`config.mk`:
```
export PLATFORM = sky130hd
export DESIGN_NAME = irq_filter_bank
export DESIGN_NICKNAME = d
export VERILOG_FILES = /design/src/rtl/irq_filter_pkg.sv /design/src/rtl/filt_prescaler.sv /design/src/rtl/filt_line.sv /design/src/rtl/irq_filter_bank.sv
export SDC_FILE = /design/constraint.sdc
export NUM_CORES = 1
export LEC_CHECK = 0
export ABC_CLOCK_PERIOD_IN_PS = 6000
export BUFFER_PORTS_ARGS = -buffer_cell sky130_fd_sc_hd__buf_2
export CAP_MARGIN = 30
export CORE_AREA = 2 2 66 68
export CTS_BUF_LIST = sky130_fd_sc_hd__clkbuf_4
export DETAILED_ROUTE_END_ITERATION = 10
export DIE_AREA = 0 0 68 70
export GPL_TIMING_DRIVEN = 0
export PLACE_DENSITY = 0.9
export SYNTH_ARGS = -nofsm -noshare
export SYNTH_HDL_FRONTEND = slang
export SYNTH_HIERARCHICAL = 1
export SYNTH_SLANG_ARGS = --single-unit
```
`constraint.sdc`:
```
create_clock -name clk_i -period 6 [get_ports clk_i]
set_input_delay 0.6 -clock clk_i [delete_from_list [all_inputs] [get_ports clk_i]]
set_output_delay 0.6 -clock clk_i [all_outputs]
set_load 0.03 [all_outputs]
```
`src/rtl/irq_filter_pkg.sv`:
```
package irq_filter_pkg;
  localparam int unsigned MIN_FILT_CNT = 3;

  function automatic logic is_bypass(input logic en, input logic [3:0] max_cnt);
    return !en || (max_cnt < 4'(MIN_FILT_CNT));
  endfunction
endpackage

```
`src/rtl/filt_prescaler.sv`:
```
module filt_prescaler #(
  parameter int unsigned PRE_W = 4
) (
  input  logic             clk_i,
  input  logic             rst_ni,
  input  logic [PRE_W-1:0] div_i,
  output logic             tick_o
);
  logic [PRE_W-1:0] div_q, cnt_q;
  logic             chg;

  assign chg    = (div_i != div_q);
  assign tick_o = !chg && (cnt_q == div_q);

  always_ff @(posedge clk_i or negedge rst_ni) begin
    if (!rst_ni) begin
      div_q <= '0;
      cnt_q <= '0;
    end else if (chg) begin
      div_q <= div_i;
      cnt_q <= '0;
    end else if (cnt_q == div_q) begin
      cnt_q <= '0;
    end else begin
      cnt_q <= cnt_q + 1'b1;
    end
  end

  // setting change restarts count
  a_r7_restart: assert property (@(posedge clk_i) disable iff (!rst_ni)
    $past(chg) |-> (cnt_q == '0));
  // count never passes the active setting
  a_r2_cnt_bound: assert property (@(posedge clk_i) disable iff (!rst_ni)
    !chg |-> (cnt_q <= div_q));
endmodule

```
`src/rtl/filt_line.sv`:
```
module filt_line
  import irq_filter_pkg::*;
#(
  parameter int unsigned CNT_W       = 4,
  parameter int unsigned SYNC_STAGES = 2
) (
  input  logic             clk_i,
  input  logic             rst_ni,
  input  logic             pad_i,
  input  logic             en_i,
  input  logic [CNT_W-1:0] max_i,
  input  logic             tick_i,
  input  logic             rise_en_i,
  input  logic             fall_en_i,
  input  logic             clr_i,
  output logic             filt_o,
  output logic             pend_o
);
  logic [SYNC_STAGES-1:0] sync_q;
  logic                   sync_w, bypass;
  logic [CNT_W-1:0]       cnt_q;
  logic                   filt_q, prev_q, pend_q, edge_w;

  always_ff @(posedge clk_i or negedge rst_ni) begin
    if (!rst_ni) sync_q <= '0;
    else         sync_q <= {sync_q[SYNC_STAGES-2:0], pad_i};
  end
  assign sync_w = sync_q[SYNC_STAGES-1];
  assign bypass = is_bypass(en_i, 4'(max_i));

  always_ff @(posedge clk_i or negedge rst_ni) begin
    if (!rst_ni) begin
      filt_q <= 1'b0;
      cnt_q  <= '0;
    end else if (bypass) begin
      filt_q <= sync_w;
      cnt_q  <= '0;
    end else if (sync_w == filt_q) begin
      cnt_q  <= '0;
    end else if (tick_i) begin
      if (cnt_q + 1'b1 == max_i) begin
        filt_q <= sync_w;
        cnt_q  <= '0;
      end else begin
        cnt_q  <= cnt_q + 1'b1;
      end
    end
  end

  assign edge_w = (rise_en_i && filt_q && !prev_q) || (fall_en_i && !filt_q && prev_q);

  always_ff @(posedge clk_i or negedge rst_ni) begin
    if (!rst_ni) begin
      prev_q <= 1'b0;
      pend_q <= 1'b0;
    end else begin
      prev_q <= filt_q;
      pend_q <= (pend_q && !clr_i) || edge_w;
    end
  end

  assign filt_o = filt_q;
  assign pend_o = pend_q;

  // bypassed line copies synchronised input
  a_r4_bypass_copy: assert property (@(posedge clk_i) disable iff (!rst_ni)
    $past(bypass) |-> (filt_q == $past(sync_w)));
  // filtered line only moves on a tick
  a_r6_move_on_tick: assert property (@(posedge clk_i) disable iff (!rst_ni)
    (!$past(bypass) && !$past(tick_i)) |-> $stable(filt_q));
  // pending flag held without clear
  a_r9_sticky: assert property (@(posedge clk_i) disable iff (!rst_ni)
    ($past(pend_q) && !$past(clr_i)) |-> pend_q);
  // clear wins only with no coincident edge
  a_r9_clear: assert property (@(posedge clk_i) disable iff (!rst_ni)
    ($past(clr_i) && !$past(edge_w)) |-> !pend_q);
  // flag rises only after an enabled transition
  a_r8_set_cause: assert property (@(posedge clk_i) disable iff (!rst_ni)
    $rose(pend_q) |-> $past(prev_q != filt_q));
endmodule

```
`src/rtl/irq_filter_bank.sv`:
```
module irq_filter_bank #(
  parameter int unsigned N_LINES     = 4,
  parameter int unsigned CNT_W       = 4,
  parameter int unsigned PRE_W       = 4,
  parameter int unsigned SYNC_STAGES = 2
) (
  input  logic                     clk_i,
  input  logic                     rst_ni,
  input  logic [PRE_W-1:0]         prescale_i,
  input  logic [N_LINES-1:0]       filt_en_i,
  input  logic [N_LINES*CNT_W-1:0] max_cnt_i,
  input  logic [N_LINES-1:0]       rise_en_i,
  input  logic [N_LINES-1:0]       fall_en_i,
  input  logic [N_LINES-1:0]       clr_i,
  input  logic [N_LINES-1:0]       pad_i,
  output logic [N_LINES-1:0]       filt_o,
  output logic [N_LINES-1:0]       pend_o
);
  logic tick;

  filt_prescaler #(.PRE_W(PRE_W)) u_presc (
    .clk_i (clk_i),
    .rst_ni(rst_ni),
    .div_i (prescale_i),
    .tick_o(tick)
  );

  for (genvar i = 0; i < N_LINES; i++) begin : g_line
    filt_line #(.CNT_W(CNT_W), .SYNC_STAGES(SYNC_STAGES)) u_line (
      .clk_i    (clk_i),
      .rst_ni   (rst_ni),
      .pad_i    (pad_i[i]),
      .en_i     (filt_en_i[i]),
      .max_i    (max_cnt_i[i*CNT_W +: CNT_W]),
      .tick_i   (tick),
      .rise_en_i(rise_en_i[i]),
      .fall_en_i(fall_en_i[i]),
      .clr_i    (clr_i[i]),
      .filt_o   (filt_o[i]),
      .pend_o   (pend_o[i])
    );
  end

  // outputs clear right after reset release
  a_r10_reset: assert property (@(posedge clk_i)
    $rose(rst_ni) |-> (filt_o == '0 && pend_o == '0));
endmodule

```
Word-level counts from Yosys, hierarchy flattened
Index checks and enable logic that the tools add are counted.
{"block": "totals", "register_bits": 44, "input_bits": 42, "out_inout_bits": 8, "wordCells": 145}
{"block": "classes", "addsub": 5, "magnitude_cmp": 4, "n_eq_ne": 14, "n_mux": 34, "reduce_logical": 66}
{"operator": "$mux 4", "n": 18}
{"operator": "$logic_and 1x1->1", "n": 21}
{"operator": "$add 4x1->4 const B", "n": 5}
{"operator": "$eq 4x4->1", "n": 5}
{"operator": "$logic_not 1->1", "n": 17}
{"operator": "$lt 4x2->1 const B", "n": 4}
{"operator": "$mux 1", "n": 16}
{"operator": "$reduce_bool 2->1", "n": 8}
{"operator": "$logic_or 1x1->1", "n": 12}
{"operator": "$reduce_and 3->1", "n": 4}
{"operator": "$reduce_bool 3->1", "n": 4}
{"operator": "$ne 2x1->1 const B", "n": 4}
{"operator": "$eq 1x1->1", "n": 4}
{"operator": "$ne 4x4->1", "n": 1}

Logic depth before layout (Yosys ltp)
Gate-level depths: netlist of run 1.
{"block": "logic_depth", "ltp_word": 6, "mapped_depth": 7, "mapped_depth_nobuf": 7}

Modules after synthesis
The synthesis of run 1 kept the hierarchy.
{"mod": "filt_line", "instances": 4, "cells_each": 44, "area_each_um2": 483.0, "seq_area_each_um2": 225.2}
{"mod": "filt_prescaler", "instances": 1, "cells_each": 32, "area_each_um2": 387.9, "seq_area_each_um2": 200.2}

Worst setup path after synthesis of run 1
OpenSTA, ideal clock, no wires.
{"block": "synth_path", "kind": "input port to flip-flop", "start": "input prescale_i[3]", "end": "register g_line[0].u_line.filt_q", "setup_ps": 128, "arrival_time_ps": 3762, "required_ps": 5872, "setup_slack_ps": 2111, "stages": 6, "n_path_buf": 0, "path_cell_list": "xnor2_1 nand4_2 nor4b_1 inv_1 o31ai_1 mux2_1"}
{"block": "synth_between", "elab_chain_cells": 5}
{"item": "from (decl)", "line_no": "irq_filter_bank.sv:9", "rtl": "input logic [PRE_W-1:0] prescale_i,"}
{"item": "$ne 4x4->1", "line_no": "filt_prescaler.sv:12", "rtl": "assign chg = (div_i != div_q);"}
{"item": "$logic_not 1->1", "line_no": "filt_prescaler.sv:13", "rtl": "assign tick_o = !chg && (cnt_q == div_q);"}
{"item": "$logic_and 1x1->1", "line_no": "filt_prescaler.sv:13"}
{"item": "via tick", "line_no": "irq_filter_bank.sv:19", "rtl": "logic tick;"}
{"item": "$reduce_bool 2->1 (no source line)"}
{"item": "$reduce_and 3->1 (no source line)"}
{"item": "to (signal assigned)", "line_no": "filt_line.sv:36", "rtl": "filt_q <= sync_w;"}
{"item": "to (signal assigned)", "line_no": "filt_line.sv:42", "rtl": "filt_q <= sync_w;"}
{"item": "to (decl)", "line_no": "filt_line.sv:22", "rtl": "logic filt_q, prev_q, pend_q, edge_w;"}
The timed path passes the listed nets, and every way through them passes these cells.
A chain may end at the register's enable or synchronous reset.

Worst setup path in the final report of run 1
{"block": "layout_path", "start": "register u_presc.div_q[3]", "end": "register g_line[1].u_line.filt_q"}
{"block": "layout_between", "elab_chain_cells": 5, "elab_cells_between_ends": 6, "classes_between": "eq/ne (2); reduce/logical (4)"}
{"item": "from (decl)", "line_no": "filt_prescaler.sv:9", "rtl": "logic [PRE_W-1:0] div_q, cnt_q;"}
{"item": "from (signal assigned)", "line_no": "filt_prescaler.sv:20", "rtl": "div_q <= div_i;"}
{"item": "$ne 4x4->1", "line_no": "filt_prescaler.sv:12"}
{"item": "$logic_not 1->1", "line_no": "filt_prescaler.sv:13"}
{"item": "$logic_and 1x1->1 (*)", "line_no": "filt_prescaler.sv:13"}
{"item": "via tick", "line_no": "irq_filter_bank.sv:19"}
{"item": "$reduce_bool 2->1 (no source line) (*)"}
{"item": "$reduce_and 3->1 (no source line) (*)"}
{"item": "to (signal assigned)", "line_no": "filt_line.sv:36"}
{"item": "to (signal assigned)", "line_no": "filt_line.sv:42"}
{"item": "to (decl)", "line_no": "filt_line.sv:22"}
Mark *: on every way through the listed nets, which the timed path passes. The rest lies on a longest branch.

==> reports/results.tsv, run 1 <==
metric	value	unit
crit_buf_inv	2	
grt_start_max_net_pins	45	
die_area	4760	µm²
cts_buffers	5	
final_antenna_net_count	0	
dpl-instance-area	2650	µm²
rows	24	
gr-total-overflow	0	
hold_violations	0	
final_nets	314	
vias_per_cell	5.49	
crit_arrival	2.63	ns
die_w	68	µm
max_freq	416	MHz
hold_path.class	in -> async	
criticalPathCategory	reg -> reg	
n_fill_cell	328	
dp_slack	2.86	ns
cts_resized	0	
multi_input_area	1160	µm²
grt_pass1_vias	1815	
fin_total_pwr	543	µW
setup_viol	0	
synth_warnings	6	
power_density	199	nW/µm²
synthFlopType	dfrtp_1	
coreArea	4140	µm²
synth_commonest_cells	dfrtp_1, xor2_1, nand2_1	
fin_ws	3.60	ns
timing.hold.ws	0.211	ns
path_cells	xnor2_1, nand4_2, nor4b_2, clkbuf_4, inv_1, o31ai_1, mux2_1	
synth_edf_count	0	
area_delta_synth_final	17.6	%
htreeDepth	2	
cts_tree	built	
antenna_found_initial	0	
cp_max_fo	10	
mappedNetlistArea	2320	µm²
setup_tns	0	ns
yosysMostFrequentCell	dfrtp_1	
worstMarginPinSlew	0.503	ns
numPortBuffers	49	
initial_utilization	56.0	%
startpoint_type	register	
drt_iter0_drc	93	
dp_hpwl	3270	µm
status	completed	
cp-end-kind	register	
diodes	0	
hold_buffers	0	
synthCells	208	
drc	0	
wirelength	4290	µm
cts_root_buf	clkbuf_4	
wl_per_cell	13.4	µm
maxSlewViolCount	0	
gp_congestion	0.806	
peakVddDrop	119	µV
postSynth.asyncResetShare	100	%
power_leakage	1.23	nW
critPathSlowestCell	dfrtp_1	
layout-drive-gt1-share	27.3	%
drt_first_pass_iters	4	
final-seq-area	1100	µm²
avgSynthCellArea	11.2	µm²
synth_top_area_cell	dfrtp_1	
grt_setup_unrepaired	no	
synth-seq-cells	44	
max-cap-violations	0	
cts_setup_buffers	0	
syn-num-nets	255	
synth_top_area_share	47.5	%
grt_pass1_wl	7370	µm
finalInstanceArea	2730	µm²
max_slew_margin	66.5	%
clockBufferDepth	2	
die_h	70	µm
fin_crit_sh	40.0	%
finClkSkew	0.00785	ns
min_period	2.40	ns
critPathMaxStageDelay	0.43	ns
synth_cell_types	31	
cp.required	6.23	ns
synth_area_leaders	dfrtp_1, xor2_1, xnor2_1	
cts.clk_slew.worst_paths	0.12	ns
critPathTopFamily	simple AND/OR/NAND/NOR gates	
via_count	1752	
grtUsageTotal	20.2	%
ys_seq_area_share	47.5	%
pin_count	50	
insertion_delay	0.34	ns
clock_sinks	44	
where the power goes:
part | switching (mW) | internal [mW] | leakage [nW]
sequential | 0.0107 | 0.311 | 0.562
combinational | 0.0532 | 0.0396 | 0.643
clock | 0.0876 | 0.0411 | 0.0261
total | 0.151 | 0.392 | 1.23
placed cells by master, fill, tap and decap left out, types with 5 or more instances in the layout:
| master | Yosys | final |
|---|---|---|
| buf_2 | 0 | 49 |
| dfrtp_1 | 44 | 44 |
| xor2_1 | 17 | 17 |
| nand2_1 | 16 | 16 |
| inv_1 | 12 | 12 |
| xnor2_1 | 12 | 12 |
| a21oi_1 | 12 | 12 |
| nand3b_1 | 8 | 8 |
| o22ai_1 | 8 | 8 |
| nor3_1 | 7 | 7 |
| clkbuf_4 | 0 | 6 |
| nand3_1 | 5 | 5 |
| ha_1 | 5 | 5 |
state kept, by name, indices dropped and copies added, names as in the netlist:
register / cells
u_presc/cnt_q: 4
g_line.u_line/prev_q: 4
u_presc/div_q: 4
g_line.u_line/sync_q: 8
g_line.u_line/cnt_q: 16
g_line.u_line/filt_o: 4
g_line.u_line/pend_o: 4
layer usage:
layer	track usage, %	share of wire, %
met1	22.8	41
met2	35.9	55
met3	4.51	3.3
met4	7.56	0.84
met5	0	0
final cells by class:
class	instances	area share, %
multi-input combinational	148	42.7
sequential	44	40.4
timing repair buffer	52	10.7
tap	52	2.39
inverter	12	1.65
clock buffer	5	1.38
buffer	4	0.550
clock inverter	2	0.275
cell families (layout without fill, tap and decap cells):
group / after synthesis / count (layout) / share of synthesized area, %
AO/OA/AOI/OAI: 40 / 40 / 12.7
multiplexers: 4 / 4 / 1.94
adder cells (fa/ha/maj): 5 / 5 / 2.70
flip-flops: 44 / 44 / 47.5
buffers and inverters: 16 / 75 / 2.59
XOR/XNOR: 34 / 34 / 15.5
AND/OR/NAND/NOR: 65 / 65 / 17.0
per-stage QoR:
stage	instances	util (%)
3_3_place_gp	309	63.5
3_5_place_dp	310	63.9
5_1_grt	319	65.8
2_1_floorplan	208	-
6_report	319	65.8
4_1_cts	317	65.0
path summary, 6_finish.rpt:
check                                      startpoint                    endpoint  slack, ns  cells after the start
setup / recovery                     u_presc/div_q[3]     g_line[1].u_line/filt_o       3.60                      7
hold / removal                                 rst_ni     g_line[2].u_line/prev_q       0.21                      1
setup reg to reg                     u_presc/div_q[3]     g_line[1].u_line/filt_o       3.60                      7
hold reg to reg            g_line[3].u_line/sync_q[0]  g_line[3].u_line/sync_q[1]       0.36                      0
max in group asynchronous                      rst_ni     g_line[0].u_line/pend_o       5.30                      2
min in group clk_i                           pad_i[2]  g_line[2].u_line/sync_q[0]       0.35                      1
No activity file was read; power rests on OpenSTA's default activity.
==> run 2, diff against run 1 <==
ABC_CLOCK_PERIOD_IN_PS = 2400   (was 6000)
CORE_AREA = 2 2 68 70   (was 2 2 66 68)
DIE_AREA = 0 0 70 72   (was 0 0 68 70)
PLACE_DENSITY = 0.85   (was 0.9)
clock period = 2.4 ns   (was 6 ns; I/O delays follow)
==> run 2 against run 1 <==
  * First-iteration DRC count down 8.6%
  * Cell area up 4.9%
  * Via count up 1.4%
  * Maximum frequency up 7.7%
  * Sequential power rose to 2.5 times the previous value
  * Wire length up 2.5%
  * Critical path type unchanged
  * Critical endpoint is now g_line[2].u_line/filt_o
  * Largest cell class unchanged
==> reports/results.tsv, run 2 (synthesis results as in run 1) <==
metric	value	unit	change
max-cap-violations	0		unchanged
most-common-layout-cells	buf_2, dfrtp_1, xor2_1		
coreArea	4260	µm²	+2.9%
initial_utilization	54.4	%	-1.6 points
numPortBuffers	49		unchanged
insertion_delay	0.37	ns	+0.03 ns
drt_first_pass_iters	4		unchanged
grt_setup_unrepaired	no		
maxSlewViolCount	0		unchanged
die_h	72	µm	+2.9%
final_nets	319		+1.6%
post-route-util	67.1	%	+1.3 points
diodes	0		unchanged
vias_per_cell	5.46		-0.50%
power_leakage	1.29	nW	+4.4%
clock_sinks	44		unchanged
gr-total-overflow	0		unchanged
cts.clk_slew.worst_paths	0.13	ns	about the same
cts_root_buf	clkbuf_4		
cp.required	2.66	ns	-3.57 ns
setup_tns	0	ns	unchanged
fin_crit_sh	93.0	%	+53 points
criticalPathCategory	reg -> reg		
critPathMaxStageDelay	0.44	ns	about the same
grt_pass1_wl	7800	µm	+5.8%
status	completed		
setup_viol	0		unchanged
largest_reg_flops	16		unchanged
die_w	70	µm	+2.9%
hold_violations	0		unchanged
critPathTopFamily	simple AND/OR/NAND/NOR gates		
die_area	5040	µm²	+5.9%
cts_tree	built		
max_slew_margin	52.4	%	-14 points
pin_count	50		unchanged
clockBufferDepth	2		unchanged
via_count	1776		+1.4%
grt_pass1_vias	1809		-0.33%
crit_buf_inv	2		unchanged
critPathSlowestCell	dfrtp_1		
crit_arrival	2.49	ns	-0.14 ns
peakVddDrop	371	µV	+210%
drt_iter0_drc	85		-8.6%
cp-end-kind	register		
grtUsageTotal	19.5	%	-0.72 points
htreeDepth	2		unchanged
worstMarginPinSlew	0.711	ns	+0.208 ns
finClkSkew	0.00758	ns	-0.000264 ns
wirelength	4400	µm	+2.5%
final_antenna_net_count	0		unchanged
drc	0		unchanged
layout_commonest_cell	buf_2		
gp_congestion	0.799		-0.78%
layout-drive-gt1-share	28.9	%	+1.6 points
wl_per_cell	13.5	µm	+0.60%
reg_top3	g_line.u_line/cnt_q: 16 flops, g_line.u_line/sync_q: 8 flops		
area_delta_synth_final	23.4	%	
rows	24		unchanged
regMostFlops	g_line.u_line/cnt_q		
power_density	536	nW/µm²	+170%
max_freq	448	MHz	+7.7%
path_cells	xnor2_2, nand4_4, nor4b_4, buf_4, inv_1, o31ai_1, mux2_1		
antenna_found_initial	0		unchanged
cts_buffers	5		unchanged
grt_start_max_net_pins	45		unchanged
hold_path.class	in -> reg		
cp_max_fo	10		unchanged
startpoint_type	register		
dp_hpwl	3100	µm	-5.0%
min_period	2.23	ns	-0.171 ns
-- run 2: worst paths after layout --
kind | startpoint | cells after the start | slack (ns) | endpoint
max | u_presc/div_q[3] | 7 | 0.17 | g_line[2].u_line/filt_o
min | clr_i[0] | 2 | 0.09 | g_line[0].u_line/pend_o
max reg2reg | u_presc/div_q[3] | 7 | 0.17 | g_line[2].u_line/filt_o
min reg2reg | g_line[3].u_line/sync_q[0] | 0 | 0.37 | g_line[3].u_line/sync_q[1]
max in group asynchronous | rst_ni | 3 | 1.78 | g_line[1].u_line/sync_q[1]
min in group asynchronous | rst_ni | 2 | 0.20 | g_line[0].u_line/pend_o
-- run 2: final cells by class --
class	count	area (µm²)
buffer	4	15.0
clock buffer	5	37.5
clock inverter	3	46.3
fill	348	1400
inverter	12	45.0
multi-input combinational	149	1230
sequential	44	1100
tap	52	65.1
timing repair buffer	56	323
-- run 2: per-stage QoR --
stage / hold WS, ns / worst slack [ns] / power (mW) / area [µm²] / std cells
5_1_grt: 0.0577 / 0.0288 / 1.61 / 2860 / 325
6_report: 0.0864 / 0.169 / 1.53 / 2860 / 325
2_1_floorplan: -0.0556 / 0.0305 / 0.954 / 2330 / 208
4_1_cts: 0.0257 / 0.0852 / 1.55 / 2800 / 323
3_3_place_gp: 0.332 / -0.368 / 1.04 / 2650 / 309
3_5_place_dp: 0.339 / -0.425 / 1.05 / 2650 / 309
-- run 2: worst register-to-register path, delay by kind of cell (launching register included) --
kind	cells	cell delay, ns
muxes	1	0.36
buffers and inverters	2	0.32
and+or+nand+nor	2	0.50
AOI/OAI and AO/OA	1	0.29
xor gates and xnor gates	1	0.20
DFF	1	0.44
-- run 2: repair_timing --
item                                    CTS  global route
hold buffers                              4             1
pin swaps                                 1             0
endpoints found under the hold margin     4            44
gates cloned                              1             0
gates resized for setup                   1             4
endpoints found under the setup margin   12             4
setup buffers                             1             0
-- run 2: per-layer routing --
layer,track usage [%],routed length [µm],vias to the layer above
met5,0,0,-
met4,7.05,78,0
met3,4.58,192,9
met2,34.8,2250,42
met1,23.1,1880,844
li1,-,-,881
-- run 2: where the power goes --
group | leakage (nW) | internal, mW | total (mW) | switching (mW)
clock network | 0.0418 | 0.223 | 0.477 | 0.254
logic | 0.682 | 0.108 | 0.250 | 0.142
registers | 0.562 | 0.778 | 0.806 | 0.0283
